**src/rtl/dac_ctrl_pkg.sv**
```systemverilog
package dac_ctrl_pkg;
  typedef enum logic [2:0] {
    CMD_WR_IN      = 3'b000,
    CMD_UPD        = 3'b001,
    CMD_WR_UPD_ALL = 3'b010,
    CMD_WR_UPD     = 3'b011,
    CMD_PWR        = 3'b100,
    CMD_SW_RST     = 3'b101,
    CMD_MASK       = 3'b110,
    CMD_NOP        = 3'b111
  } cmd_e;

  typedef struct packed {
    logic       wr;
    logic       upd;
    logic       pd_wr;
    logic [1:0] pd_mode;
    logic       mask_wr;
    logic       mask_val;
    logic       rst_codes;
    logic       rst_all;
  } ch_op_t;
endpackage

```
**src/rtl/dac_pin_sync.sv**
```systemverilog
module dac_pin_sync #(
  parameter int N      = 2,
  parameter int STAGES = 2
) (
  input  logic         clk_i,
  input  logic         rst_ni,
  input  logic [N-1:0] d_i,
  output logic [N-1:0] q_o
);
  for (genvar i = 0; i < N; i++) begin : g_bit
    logic [STAGES-1:0] sr_q;
    always_ff @(posedge clk_i or negedge rst_ni) begin
      if (!rst_ni) sr_q <= '1;
      else         sr_q <= {sr_q[STAGES-2:0], d_i[i]};
    end
    assign q_o[i] = sr_q[STAGES-1];
  end
endmodule

```
**src/rtl/dac_cmd_decode.sv**
```systemverilog
module dac_cmd_decode
  import dac_ctrl_pkg::*;
#(
  parameter int NCH = 2
) (
  input  logic               valid_i,
  input  logic [2:0]         cmd_i,
  input  logic [2:0]         addr_i,
  input  logic [5:0]         data_i,
  output ch_op_t [NCH-1:0]   ops_o
);
  logic [NCH-1:0] sel;

  always_comb begin
    for (int i = 0; i < NCH; i++) sel[i] = (addr_i == 3'b111) || (addr_i == 3'(i));
  end

  always_comb begin
    for (int i = 0; i < NCH; i++) begin
      ops_o[i] = '0;
      if (valid_i) begin
        unique case (cmd_e'(cmd_i))
          CMD_WR_IN:      ops_o[i].wr = sel[i];
          CMD_UPD:        ops_o[i].upd = sel[i];
          CMD_WR_UPD_ALL: begin
            ops_o[i].wr  = sel[i];
            ops_o[i].upd = |sel;
          end
          CMD_WR_UPD: begin
            ops_o[i].wr  = sel[i];
            ops_o[i].upd = sel[i];
          end
          CMD_PWR: begin
            ops_o[i].pd_wr   = data_i[i];
            ops_o[i].pd_mode = data_i[5:4];
          end
          CMD_SW_RST: begin
            ops_o[i].rst_codes = 1'b1;
            ops_o[i].rst_all   = data_i[0];
          end
          CMD_MASK: begin
            ops_o[i].mask_wr  = 1'b1;
            ops_o[i].mask_val = data_i[i];
          end
          default: ;
        endcase
      end
    end
  end
endmodule

```
**src/rtl/dac_channel.sv**
```systemverilog
module dac_channel
  import dac_ctrl_pkg::*;
#(
  parameter int            DW       = 16,
  parameter logic [DW-1:0] RST_CODE = '0
) (
  input  logic          clk_i,
  input  logic          rst_ni,
  input  ch_op_t        op_i,
  input  logic [DW-1:0] data_i,
  input  logic          clr_i,
  input  logic          ldac_en_i,
  output logic [DW-1:0] code_o,
  output logic [1:0]    pd_o
);
  logic [DW-1:0] in_q, dac_q, in_nxt;
  logic          dirty_q, mask_q, wake, upd_now;
  logic [1:0]    pd_q;

  assign in_nxt  = op_i.wr ? data_i : in_q;
  assign wake    = op_i.pd_wr && (op_i.pd_mode == 2'b00) && (pd_q != 2'b00) && ldac_en_i;
  // explicit update, masked write, pin with pending data, or wake with pin low
  assign upd_now = op_i.upd | (op_i.wr & mask_q) | (ldac_en_i & (dirty_q | op_i.wr)) | wake;

  always_ff @(posedge clk_i or negedge rst_ni) begin
    if (!rst_ni) begin
      in_q    <= RST_CODE;
      dac_q   <= RST_CODE;
      dirty_q <= 1'b0;
      pd_q    <= 2'b00;
      mask_q  <= 1'b0;
    end else if (clr_i) begin
      in_q    <= '0;
      dac_q   <= '0;
      dirty_q <= 1'b0;
    end else if (op_i.rst_codes) begin
      in_q    <= RST_CODE;
      dac_q   <= RST_CODE;
      dirty_q <= 1'b0;
      if (op_i.rst_all) begin
        pd_q   <= 2'b00;
        mask_q <= 1'b0;
      end
    end else begin
      in_q    <= in_nxt;
      if (upd_now) dac_q <= in_nxt;
      dirty_q <= upd_now ? 1'b0 : (dirty_q | op_i.wr);
      if (op_i.pd_wr)   pd_q   <= op_i.pd_mode;
      if (op_i.mask_wr) mask_q <= op_i.mask_val;
    end
  end

  assign code_o = dac_q;
  assign pd_o   = pd_q;
endmodule

```
**src/rtl/dac_reg_ctrl.sv**
```systemverilog
module dac_reg_ctrl
  import dac_ctrl_pkg::*;
#(
  parameter int NCH       = 2,
  parameter int DW        = 16,
  parameter bit MID_SCALE = 1'b0
) (
  input  logic               clk_i,
  input  logic               rst_ni,
  input  logic               word_valid_i,
  input  logic [2:0]         cmd_i,
  input  logic [2:0]         addr_i,
  input  logic [DW-1:0]      data_i,
  input  logic               ldac_ni,
  input  logic               clr_ni,
  output logic [NCH*DW-1:0]  dac_code_o,
  output logic [2*NCH-1:0]   pd_mode_o,
  output logic               abort_o
);
  localparam logic [DW-1:0] RST_CODE = MID_SCALE ? {1'b1, {(DW-1){1'b0}}} : '0;

  logic [1:0]       pins_s;
  logic             ldac_s, clr_s, clr_prev_q, clr_fall, clear_mode_q, ldac_en;
  ch_op_t [NCH-1:0] ops;

  dac_pin_sync #(.N(2), .STAGES(2)) i_sync (
    .clk_i (clk_i),
    .rst_ni(rst_ni),
    .d_i   ({clr_ni, ldac_ni}),
    .q_o   (pins_s)
  );
  assign ldac_s = pins_s[0];
  assign clr_s  = pins_s[1];

  always_ff @(posedge clk_i or negedge rst_ni) begin
    if (!rst_ni) begin
      clr_prev_q   <= 1'b1;
      clear_mode_q <= 1'b0;
    end else begin
      clr_prev_q <= clr_s;
      if (clr_fall)          clear_mode_q <= 1'b1;
      else if (word_valid_i) clear_mode_q <= 1'b0;
    end
  end

  assign clr_fall = clr_prev_q & ~clr_s;
  assign abort_o  = clr_fall;
  assign ldac_en  = ~ldac_s & clr_s & ~clear_mode_q;

  dac_cmd_decode #(.NCH(NCH)) i_dec (
    .valid_i(word_valid_i),
    .cmd_i  (cmd_i),
    .addr_i (addr_i),
    .data_i (data_i[5:0]),
    .ops_o  (ops)
  );

  for (genvar c = 0; c < NCH; c++) begin : g_ch
    dac_channel #(.DW(DW), .RST_CODE(RST_CODE)) i_ch (
      .clk_i    (clk_i),
      .rst_ni   (rst_ni),
      .op_i     (ops[c]),
      .data_i   (data_i),
      .clr_i    (clr_fall),
      .ldac_en_i(ldac_en),
      .code_o   (dac_code_o[c*DW +: DW]),
      .pd_o     (pd_mode_o[2*c +: 2])
    );
  end
endmodule

```
**config.mk**
```make
export PLATFORM = sky130hd
export DESIGN_NAME = dac_reg_ctrl
export DESIGN_NICKNAME = d
export VERILOG_FILES = /design/src/rtl/dac_ctrl_pkg.sv /design/src/rtl/dac_pin_sync.sv /design/src/rtl/dac_cmd_decode.sv /design/src/rtl/dac_channel.sv /design/src/rtl/dac_reg_ctrl.sv
export SDC_FILE = /design/constraint.sdc
export NUM_CORES = 1
export LEC_CHECK = 0
export CAP_MARGIN = 15
export CORE_MARGIN = 3
export CORE_UTILIZATION = 50
export DETAILED_ROUTE_END_ITERATION = 12
export PLACE_DENSITY = 0.77
export SYNTH_ARGS = -nofsm -noshare
export SYNTH_HDL_FRONTEND = slang
export SYNTH_SLANG_ARGS = --single-unit
export TNS_END_PERCENT = 30
```
**constraint.sdc**
```tcl
create_clock -name clk_i -period 2.2 [get_ports clk_i]
set_input_delay 0.22 -clock clk_i [delete_from_list [all_inputs] [get_ports clk_i]]
set_output_delay 0.22 -clock clk_i [all_outputs]
set_load 0.01 [all_outputs]
```
# ---- Word level (Yosys, flattened, before mapping)
# Index checks and enable logic that the tools add are counted.
dict set report op_classes {
  n_eq_ne 10
  mux 43
  bitwise_logic 19
  reduce_logical 28
}
# op n
set op_table {}
lappend op_table {{$mux 16} 12}
lappend op_table {{$mux 2} 9}
lappend op_table {{$mux 9} 2}
lappend op_table {{$mux 1} 16}
lappend op_table {{$reduce_bool 2->1} 7}
lappend op_table {{$eq 3x3->1 const B} 4}
lappend op_table {{$reduce_and 3->1} 4}
lappend op_table {{$or 1x1->1} 8}
lappend op_table {{$and 1x1->1} 7}
lappend op_table {{$eq 3x1->1 const B} 2}
lappend op_table {{$eq 3x2->1 const B} 2}
lappend op_table {{$logic_and 1x1->1} 6}
lappend op_table {{$logic_not 3->1} 2}
lappend op_table {{$mux 3} 2}
lappend op_table {{$reduce_bool 3->1} 2}
lappend op_table {{$logic_not 2->1} 2}
lappend op_table {{$ne 2x2->1 const B} 2}
lappend op_table {{$not 1->1} 4}
lappend op_table {{$pmux 1 s2} 2}
lappend op_table {{$reduce_or 2->1} 2}
lappend op_table {{$reduce_or 3->1} 1}
lappend op_table {{$logic_or 1x1->1} 2}
dict set report word_totals {
  regBits 78
  in_bits 27
  out_inout_bits 37
}

# ---- Depth between registers and ports, before layout
# Gate-level depths: netlist (run 1).
dict set report depth {
  word_depth 13
  depth_mapped 8
  ltp_nobuf 5
}

# ---- Hierarchy
# A second synthesis (run 1) with hierarchy kept.
dict set report unflattened {
  hier_cells 298
  hier_area_um2 3682.3
}
# module n_inst cells_each area_per_inst_um2
set modules_own_cells {}
lappend modules_own_cells {dac_channel 2 128 1639.1}
lappend modules_own_cells {dac_cmd_decode 1 30 195.2}
lappend modules_own_cells {dac_pin_sync 1 6 120.1}
lappend modules_own_cells {dac_reg_ctrl 1 6 88.8}

# ---- Worst setup path before layout (run 1)
# No wires, ideal clock.
dict set report synth_timing {
  path_kind {flip-flop to flip-flop}
  from {reg i_sync.g_bit[0].sr_q[1]}
  to {reg g_ch[1].i_ch.dac_q[10]}
  setup_time_ns 0.125
  t_arrival_ns 1.640
  t_required_ns 2.075
  path_slack_ns 0.434
  stages_incl_launch_ff 7
  n_path_buf 1
  path_cell_list {dfstp_2 > nor3b_1 > o311ai_1 > nand2_1 > a21oi_4 > buf_8 > mux2_4}
}
dict set report synth_via {
  elab_chain_cells 7
}
# element line
set synth_lines {}
lappend synth_lines {{start, declared} dac_pin_sync.sv:11} ;# logic [STAGES-1:0] sr_q;
lappend synth_lines {{start signal, assigned} dac_pin_sync.sv:14} ;# else sr_q <= {sr_q[STAGES-2:0], d_i[i]};
lappend synth_lines {{$not 1->1 *} dac_reg_ctrl.sv:48} ;# assign ldac_en = ~ldac_s & clr_s & ~clear_mode_q;
lappend synth_lines {{$and 1x1->1 * (2 in series)} dac_reg_ctrl.sv:48}
lappend synth_lines {{$and 1x1->1} dac_channel.sv:23} ;# assign upd_now = op_i.upd | (op_i.wr & mask_q) | (ldac_en_i & (dirty_q | op_i.wr)) | wake;
lappend synth_lines {{$or 1x1->1} dac_channel.sv:23}
lappend synth_lines {{$or 1x1->1 *} dac_channel.sv:23}
lappend synth_lines {{$reduce_bool 3->1 (no line) *} --}
lappend synth_lines {{end signal, assigned} dac_channel.sv:46} ;# if (upd_now) dac_q <= in_nxt;
lappend synth_lines {{end, declared} dac_channel.sv:16} ;# logic [DW-1:0] in_q, dac_q, in_nxt;
# Mark *: on every way between the ends. The rest lies on a longest branch, timed or not.
# A chain may end at the register's enable or synchronous reset.

# ---- Worst setup path in the final report (run 1)
dict set report layout_timing {
  from {reg i_sync.g_bit[1].sr_q[1]}
  to {out abort_o}
}
dict set report layout_via {
  elab_chain_cells 2
}
# element line
set layout_lines {}
lappend layout_lines {{start, declared} dac_pin_sync.sv:11}
lappend layout_lines {{start signal, assigned} dac_pin_sync.sv:14}
lappend layout_lines {{$not 1->1} dac_reg_ctrl.sv:46} ;# assign clr_fall = clr_prev_q & ~clr_s;
lappend layout_lines {{$and 1x1->1} dac_reg_ctrl.sv:46}
lappend layout_lines {{end, declared} dac_reg_ctrl.sv:18} ;# output logic abort_o
# Every way passes these cells.

==> results.toml, run 1 <==
[clock_network]
hold_buffers = 1
cts.sink_count = 78
worstSkewPairLatency_ps = 350
cts_setup_buffers = 0
tritoncts = "yes"
cts-root-buf = "clkbuf_8"
cts_resized = 0
clk_path_buf_depth = 2
cts_htree_levels = 3
clk_pin_slew_worst_paths_ps = 70
numCtsBuffers = 9

[synth]
ys_seq_area_share_pct = 54.85
syn_area_mm2 = 0.003570
syn_nets = 314
synth_edf_count = 0
synth_warnings = 0
async_flop_share_pct = 100.0
avgSynthCellArea_um2 = 12.44
ys_ff_latch = 78
synth_cells = 287
synthFlopType = "dfrtp_1"
yosys.cell_types.count = 40

[global_routing]
met2_usage_pct = 29.89
grt_first_pass_wirelength_um = 12740
antenna_found_initial = 0
grt_usage_pct = 19.50
grt_start_max_net_pins = 42
grt_pass1_vias = 2543
use_met3_pct = 3.417
grtUsageMet1_pct = 27.51
grt-ovfl-total = 0
busiest_layer = "met2"

[setup_path]
end_kind = "output pin"
r2r_setup_slack_ps = 400
crit_fanout = 5
worstPathArrival_ps = 1800
worstPathRequired_ps = 1980
critPathKind = "flip-flop to output pin"
critical_path.startpoint_type = "flip-flop"

[finish]
seq_area_mm2 = 0.001958
fill_cells = 540
finish.instance_area_mm2 = 0.004589
multi_input_area_mm2 = 0.001471
antenna_cells = 0
final_cell_mix = "dfrtp_1 (73), clkdlybuf4s50_1 (62), nor2_1 (35)"
final_common_cell = "dfrtp_1"
nets = 390
syn2layout_area_growth_pct = 28.57
drive_gt1_share_pct = 20.92

[detailed_routing]
drc = 0
finalWirelength_um = 7329
wl_per_cell_um = 15.80
vias_per_cell = 5.116
antenna_left = 0
drtIter0Drc = 91
via_count = 2374
firstDrtPassIters = 4

[power]
power_density_mw_per_mm2 = 636.5
p_leak_nw = 2.383
peakVddDrop_v = 0.0003367

[min_path]
worst_hold_path_type = "input port to flip-flop"

[placement]
dp_hpwl_um = 5029
numPortBuffers = 63
post_dp_cell_area_mm2 = 0.004404
gp_congestion = 0.9529

[floorplan]
die_h_um = 90.50
fp.coreArea_mm2 = 0.006869
die_w_um = 90.50
pin_count = 64
rows = 30
start_util_pct = 51.97
die_area_mm2 = 0.008189

[timing]
post-route-min-period_ps = 2017
fmax_mhz = 495.8
slew_violations = 0
relSlewSlack_pct = 64.84
fin_worst_skew_ps = 13.93
hold_viol_final = 0
setup_violations = 0
fin_tns_setup_ps = 0
tightest_slew_ps = 527.4
period_share_pct = 91.67
rsz0062_at_grt = "false"

[outcome]
status = "completed"

[flow_run]
drv_cap = 0
==> cell type report <==
| type | count | share of cell area [%] |
|---|---|---|
| sequential | 78 | 42.67 |
| inverter | 7 | 0.5725 |
| multi-input combinational | 188 | 32.06 |
| clock inverter | 5 | 0.7361 |
| clock buffer | 11 | 3.081 |
| timing repair buffer | 79 | 18.27 |
| tap | 96 | 2.617 |
==> critical path, stage by stage (launching register included) <==
cell	delay, ps
dfstp_2	550
nand2b_1	240
inv_1	160
clkdlybuf4s50_1	510
==> stage by stage <==
step	utilization (%)	worst slack [ps]	power [mW]	hold WS [ps]	cells
3_3_place_gp	64.12	75.45	1.979	230.2	447
2_1_floorplan	-	434.4	1.764	-75.59	287
6_report	66.81	183.2	2.921	277.2	464
3_5_place_dp	64.12	46.29	1.988	240.6	447
5_1_grt	66.81	99.53	3.060	265.7	464
4_1_cts	66.81	182.9	2.948	261.1	464
==> Yosys cell counts, drive strengths merged (2+ instances only) <==
master,count,area share (%)
buf,11,2.9
o21ai,7,1.1
mux2i,32,9.0
nand4,2,0.35
mux2,32,12
nand2b,4,0.77
clkbuf,3,0.32
dfrtp,73,51
a21oi,6,1.7
nor2,36,3.8
and2,33,5.8
a22o,2,0.49
dfstp,5,3.7
and3,3,0.53
nand2,13,1.4
inv,7,0.74
nor3,3,0.42
o2111ai,2,0.49
==> cell families (layout without fill, tap and decap cells) <==
logic type | after synthesis | in the layout | share of synthesized area (%)
flip-flops | 78 | 78 | 54.85
buffers and inverters | 21 | 102 | 3.996
XOR/XNOR | 1 | 1 | 0.2454
multiplexers | 64 | 64 | 20.96
AO/OA/AOI/OAI | 25 | 25 | 5.679
AND/OR/NAND/NOR | 98 | 98 | 14.27
==> worst paths after layout <==
path	endpoint	cells past startpoint	start
worst max-delay path	abort_o	3	i_sync.g_bit[1].sr_q[1]$_DFF_PN1_
worst min-delay path	i_sync.g_bit[0].sr_q[0]$_DFF_PN1_	1	ldac_ni
worst max register to register	g_ch[1].i_ch.code_o[0]$_DFFE_PN0P_	6	i_sync.g_bit[0].sr_q[1]$_DFF_PN1_
worst min register to register	i_sync.g_bit[1].sr_q[1]$_DFF_PN1_	0	i_sync.g_bit[1].sr_q[0]$_DFF_PN1_
max in group asynchronous	clr_prev_q$_DFF_PN1_	3	rst_ni
min in group asynchronous	g_ch[0].i_ch.code_o[9]$_DFFE_PN0P_	2	rst_ni
==> per-layer routing <==
metal	up-vias	wire (um)
met2	48	3470
met1	1181	3477
met3	12	237
met5	-	0
met4	0	144
li1	1133	-
==> where the power goes <==
part / internal [mW] / switching (mW)
clock network: 0.441 / 0.520
logic: 0.208 / 0.199
registers: 1.50 / 0.0472
total: 2.15 / 0.767
==> state kept, by name (all words and copies together), names as in the netlist <==
register and count:
g_ch.i_ch.in_q 32, g_ch.i_ch.code_o 32, g_ch.i_ch.mask_q 2, g_ch.i_ch.dirty_q 2, i_sync.g_bit.sr_q 4, clr_prev_q 1, g_ch.i_ch.pd_o 4, clear_mode_q 1
No activity file was read; power rests on OpenSTA's default activity.
==> inputs of run 2 (changes only) <==
TNS_END_PERCENT = default   (was 30)
==> results of run 2 <==
The final DEF is identical to that of run 1; final timing and power are the same.
